==> src/rtl/dsm_pkg.sv <==
package dsm_pkg;
  localparam int SAMP_W  = 16;
  localparam int DROP_W  = 2;
  localparam int CNT_W   = 16;
  localparam int ACC_W   = SAMP_W + 1;
  localparam int BYTE_W  = SAMP_W / 2;

  // Force the unused low sample bits to zero.
  function automatic logic [SAMP_W-1:0] drop_lsbs(input logic [SAMP_W-1:0] s);
    return {s[SAMP_W-1:DROP_W], {DROP_W{1'b0}}};
  endfunction

  // Quantiser: one when the accumulator is non-negative.
  function automatic logic dsm_bit(input logic [ACC_W-1:0] a);
    return ~a[ACC_W-1];
  endfunction

  // Accumulator step, one bit wider than the accumulator so overflow is visible.
  function automatic logic [ACC_W:0] dsm_next(input logic [ACC_W-1:0] a,
                                             input logic [SAMP_W-1:0] x);
    logic [ACC_W:0] ae;
    logic [ACC_W:0] xe;
    logic [ACC_W:0] fs;
    ae = {a[ACC_W-1], a};
    xe = {{2{x[SAMP_W-1]}}, x};
    fs = (ACC_W+1)'(1) << (SAMP_W-1);
    return dsm_bit(a) ? (ae + xe - fs) : (ae + xe + fs);
  endfunction
endpackage

==> src/rtl/dsm_period_timer.sv <==
module dsm_period_timer
  import dsm_pkg::*;
#(
  parameter int W = CNT_W
) (
  input  logic         clk,
  input  logic         rst_n,
  input  logic         run,
  input  logic         clr,
  input  logic         per_we,
  input  logic [W-1:0] per_in,
  output logic [W-1:0] cnt,
  output logic         wrap
);
  logic [W-1:0] cnt_q;
  logic [W-1:0] per_q;

  assign wrap = run && !clr && (cnt_q == per_q);
  assign cnt  = cnt_q;

  always_ff @(posedge clk or negedge rst_n) begin
    if (!rst_n) begin
      cnt_q <= '0;
      per_q <= '1;
    end else begin
      if (per_we) per_q <= per_in;
      if (clr)       cnt_q <= '0;
      else if (wrap) cnt_q <= '0;
      else if (run)  cnt_q <= cnt_q + W'(1);
    end
  end

  AST_WRAP_TO_ZERO: assert property (@(posedge clk) disable iff (!rst_n)
    wrap |=> (cnt_q == '0));
  AST_COUNT_STEP: assert property (@(posedge clk) disable iff (!rst_n)
    (run && !clr && !wrap) |=> (cnt_q == $past(cnt_q) + W'(1)));
  AST_HOLD_STOPPED: assert property (@(posedge clk) disable iff (!rst_n)
    (!run && !clr) |=> $stable(cnt_q));
endmodule

==> src/rtl/dsm_sample_buf.sv <==
module dsm_sample_buf
  import dsm_pkg::*;
#(
  parameter int SW = SAMP_W,
  localparam int BW = SW / 2
) (
  input  logic          clk,
  input  logic          rst_n,
  input  logic          lo_we,
  input  logic          hi_we,
  input  logic [BW-1:0] byte_in,
  input  logic          load,
  output logic [SW-1:0] act
);
  logic [BW-1:0] lo_q;
  logic [SW-1:0] buf_q;
  logic [SW-1:0] act_q;

  always_ff @(posedge clk or negedge rst_n) begin
    if (!rst_n) begin
      lo_q  <= '0;
      buf_q <= '0;
      act_q <= '0;
    end else begin
      if (lo_we) lo_q  <= byte_in;
      if (hi_we) buf_q <= drop_lsbs({byte_in, lo_q});
      if (load)  act_q <= buf_q;
    end
  end

  assign act = act_q;

  AST_LO_ONLY_HELD: assert property (@(posedge clk) disable iff (!rst_n)
    (lo_we && !hi_we) |=> $stable(buf_q));
  AST_ACT_MID_PERIOD: assert property (@(posedge clk) disable iff (!rst_n)
    !load |=> $stable(act_q));
  AST_COLLIDE_OLD: assert property (@(posedge clk) disable iff (!rst_n)
    (load && hi_we) |=> (act_q == $past(buf_q)));
endmodule

==> src/rtl/dsm_accum.sv <==
module dsm_accum
  import dsm_pkg::*;
#(
  parameter int SW = SAMP_W,
  localparam int AW = SW + 1
) (
  input  logic          clk,
  input  logic          rst_n,
  input  logic          en,
  input  logic [SW-1:0] x,
  output logic          pdm
);
  logic [AW-1:0] acc_q;
  logic [AW:0]   sum_wide;
  logic          pdm_q;

  assign sum_wide = dsm_next(acc_q, x);

  always_ff @(posedge clk or negedge rst_n) begin
    if (!rst_n) begin
      acc_q <= '0;
      pdm_q <= 1'b0;
    end else if (!en) begin
      acc_q <= '0;
      pdm_q <= 1'b0;
    end else begin
      acc_q <= sum_wide[AW-1:0];
      pdm_q <= dsm_bit(acc_q);
    end
  end

  assign pdm = pdm_q;

  AST_NO_OVERFLOW: assert property (@(posedge clk) disable iff (!rst_n)
    en |-> (sum_wide[AW] == sum_wide[AW-1]));
  AST_OFF_LOW: assert property (@(posedge clk) disable iff (!rst_n)
    !en |=> (!pdm_q && acc_q == '0));
  AST_LSBS_ZERO: assert property (@(posedge clk) disable iff (!rst_n)
    x[DROP_W-1:0] == '0);
endmodule

==> src/rtl/dsm_audio_mod.sv <==
module dsm_audio_mod
  import dsm_pkg::*;
(
  input  logic              clk,
  input  logic              rst_n,
  input  logic              tmr_run,
  input  logic              cnt_clr,
  input  logic              period_we,
  input  logic [CNT_W-1:0]  period_in,
  input  logic              samp_lo_we,
  input  logic              samp_hi_we,
  input  logic [BYTE_W-1:0] samp_byte,
  input  logic              mod_en,
  output logic [CNT_W-1:0]  tmr_cnt,
  output logic              sample_req,
  output logic              pdm_out
);
  logic              tmr_wrap;
  logic              act_load;
  logic [SAMP_W-1:0] act_sample;
  logic              req_q;

  dsm_period_timer #(.W(CNT_W)) u_tmr (
    .clk(clk), .rst_n(rst_n), .run(tmr_run), .clr(cnt_clr),
    .per_we(period_we), .per_in(period_in), .cnt(tmr_cnt), .wrap(tmr_wrap)
  );

  // Transfer on wrap while running; track the buffer while stopped (preload).
  assign act_load = !tmr_run || tmr_wrap;

  dsm_sample_buf #(.SW(SAMP_W)) u_buf (
    .clk(clk), .rst_n(rst_n), .lo_we(samp_lo_we), .hi_we(samp_hi_we),
    .byte_in(samp_byte), .load(act_load), .act(act_sample)
  );

  dsm_accum #(.SW(SAMP_W)) u_acc (
    .clk(clk), .rst_n(rst_n), .en(mod_en), .x(act_sample), .pdm(pdm_out)
  );

  always_ff @(posedge clk or negedge rst_n) begin
    if (!rst_n) req_q <= 1'b0;
    else        req_q <= tmr_wrap;
  end

  assign sample_req = req_q;

  AST_REQ_AFTER_WRAP: assert property (@(posedge clk) disable iff (!rst_n)
    tmr_wrap |=> sample_req);
  AST_NO_REQ_WITHOUT_WRAP: assert property (@(posedge clk) disable iff (!rst_n)
    !tmr_wrap |=> !sample_req);
endmodule

==> config.mk <==
export PLATFORM = sky130hd
export DESIGN_NAME = dsm_audio_mod
export DESIGN_NICKNAME = d
export VERILOG_FILES = /design/src/rtl/dsm_pkg.sv /design/src/rtl/dsm_period_timer.sv /design/src/rtl/dsm_sample_buf.sv /design/src/rtl/dsm_accum.sv /design/src/rtl/dsm_audio_mod.sv
export SDC_FILE = /design/constraint.sdc
export NUM_CORES = 1
export LEC_CHECK = 0
export CORE_ASPECT_RATIO = 1.1
export CORE_UTILIZATION = 60
export CTS_CLUSTER_SIZE = 30
export DETAILED_ROUTE_END_ITERATION = 8
export PLACE_DENSITY_LB_ADDON = 0.1
export SLEW_MARGIN = 15
export SYNTH_ARGS = -nofsm -noshare
export SYNTH_HDL_FRONTEND = slang
export SYNTH_SLANG_ARGS = --single-unit
==> constraint.sdc <==
create_clock -name clk -period 6.7 [get_ports clk]
set_input_delay 1.34 -clock clk [delete_from_list [all_inputs] [get_ports clk]]
set_output_delay 1.34 -clock clk [all_outputs]
set_load 0.01 [all_outputs]
==> metrics.cfg <==
[timing]
setup_viol = 0
fin_crit_ns = 2.941
slew_headroom = 0.3319
clock.fmax_mhz = 340.1
fin_skew_ns = 0.01401
final.setup.tns_ns = 0
worstMarginPinSlew_ns = 1.002
hold_ws_ns = 0.3869
grt_setup_unrepaired = no
finalCritPeriodShare = 0.4389
fin_ws_ns = 3.759
hold_viol_final = 0
drv_slew = 0

[floorplanning]
die-width_um = 81.16
core-area_um2 = 6633
die_y_um = 89.07
ioPinCount = 50
initial_core_util = 0.6235
rows = 31
die-area_um2 = 7228

[yosys]
synth_top_cell_area_share = 0.4054
syn_nets = 388
postSynth.asyncResetShare = 1.000
synth-seq-cells = 83
synth_common_cells = dfrtp_1, mux2_2, xnor2_1
avgSynthCellArea_um2 = 12.16
seq_area_frac_synth = 0.5071
post_synth_num_cell_types = 49
netlist_instances = 340
synth_flop_cell = dfrtp_1
netlist_area_um2 = 4135
synth_area_leader_cell = dfrtp_1
synth_edf_count = 0
synthMostInstantiatedCell = dfrtp_1
ys_top_cells_by_area = dfrtp_1, mux2_2, dfstp_2
ys_warn_count = 0

[placement]
post_dp_cell_area_um2 = 4638
io_buffer_count = 49
place_ws_ns = 3.424
routabilityCongestion = 0.8744
place_hpwl_mm = 5.727

[final_layout]
syn_to_final_growth_pct = 17.49
num-fill-cells = 455
drive_gt1_frac = 0.2335
fin_nets = 437
final_area_um2 = 4858
antenna_cells = 0
final_util = 0.7325

[route]
wirelength_mm = 7.928
vias_per_cell = 5.838
post_drt_wl_per_cell_um = 16.66
num_vias = 2779
post-route-drc-count = 0
detail_route.iter0.violations = 116
drt_pass1_iterations = 5
ant_nets = 0

[global_routing]
grt_usage = 0.2506
grt_use_met2 = 0.4248
grt_pass1_wl_mm = 13.25
grt_use_met3 = 0.03878
grt_max_degree = 84
use_met1 = 0.3106
overflow = 0
busiest_layer = met2
grt_antenna_before_repair = 0
grt_pass1_vias = 2729

[clock_network]
htree_levels = 3
root_buffer = clkbuf_8
clockBufferDepth = 2
cts_tree = built
cts_made_buffers = 9
insertion_delay_ns = 0.35
cts_hold_buf = 0
cts_resized = 0
cts_sinks = 83
clk_pin_slew_ns = 0.09
postCtsSetupBuffers = 0

[critical_path]
crit_type = primary input to flop
slowest_stage = or3b_1
path_buf_inv = 1
cp-start-kind = primary input
cpPeakStageDelay_ns = 0.75
cp_cell_sequence = clkdlybuf4s50_1 > or3b_1 > o21ai_0 > mux2_2
crit_family = simple AND/OR/NAND/NOR gates
critPathArrivalTime_ns = 3.18
required_ns = 6.94
critical_path.max_fanout = 28
cp-end-kind = flop

[power]
p_leak_nw = 2.120
ir_drop_mv = 0.2292
power.density_nw_per_um2 = 292.3

[worst_hold_path]
hold_class = flop to flop

[outcome]
outcome = complete, no violations

[flow_run]
cap_violations = 0

[routing by layer]
layer / vias up / wire, µm
li1: 1312 / -
met1: 1360 / 3311
met2: 88 / 4057
met3: 19 / 320
met4: 0 / 239
met5: - / 0
[registers in the layout (all words and copies together) (netlist names)]
signal	flops
u_tmr.per_q	16
u_acc.acc_q	15
u_buf.buf_q	14
u_buf.act	14
sample_req	1
u_tmr.cnt	16
u_buf.lo_q	6
u_acc.pdm	1
[final timing paths]
check / startpoint / endpoint / slack (ns) / cells after the start
setup / recovery: cnt_clr / u_tmr.cnt[4]$_DFFE_PN0P_ / 3.76 / 4
hold / removal: u_acc.acc_q[16]$_DFF_PN0_ / u_acc.pdm$_DFF_PN0_ / 0.39 / 1
setup reg to reg: u_tmr.cnt[5]$_DFFE_PN0P_ / u_tmr.cnt[4]$_DFFE_PN0P_ / 4.03 / 6
hold reg to reg: u_acc.acc_q[16]$_DFF_PN0_ / u_acc.pdm$_DFF_PN0_ / 0.39 / 1
max in group asynchronous: rst_n / u_tmr.cnt[1]$_DFFE_PN0P_ / 4.89 / 1
min in group asynchronous: rst_n / u_tmr.cnt[11]$_DFFE_PN0P_ / 1.13 / 1
[final cells by class]
type,count,area [µm²],area share
clock buffers,11,162.7,0.03348
clock inverters,5,57.56,0.01185
inverters,8,30.03,0.006181
multi-input cells,238,1921,0.3953
flip-flops and latches,83,2097,0.4316
well taps,82,102.6,0.02112
repair buffers,49,488.0,0.1004
[cells by family after synthesis]
logic type               share of synthesized area
buffers and inverters                      0.02844
adder cells (fa/ha/maj)                    0.05023
AO/OA/AOI/OAI                              0.09682
XOR/XNOR                                   0.05507
multiplexers                                0.1504
flip-flops                                  0.5071
AND/OR/NAND/NOR                             0.1120
[cell usage in the layout, fill, tap and decap left out, types with 6 or more instances in the layout]
master	count
dfrtp_1	67
clkdlybuf4s50_1	48
mux2_2	41
xnor2_1	21
o21ai_0	17
dfstp_2	16
ha_1	15
a21oi_1	14
nand2_1	14
nor2_1	14
a21o_1	10
mux2_4	10
clkbuf_8	10
inv_1	8
and3_1	8
nand3_1	6
o21ai_1	6
[through the flow]
stage / power, mW / instances
CTS: 1.428 / 476
floorplan: 0.9394 / 340
global placement: 1.021 / 460
global route: 1.514 / 476
detailed placement: 1.040 / 460
finish: 1.420 / 476
[power breakdown]
part | internal, mW | switching, mW | leakage, nW | total, mW
combinational | 0.202 | 0.205 | 0.997 | 0.407
sequential | 0.584 | 0.0419 | 1.01 | 0.626
clock | 0.206 | 0.181 | 0.115 | 0.387
Power figures use the tool's default switching activity.
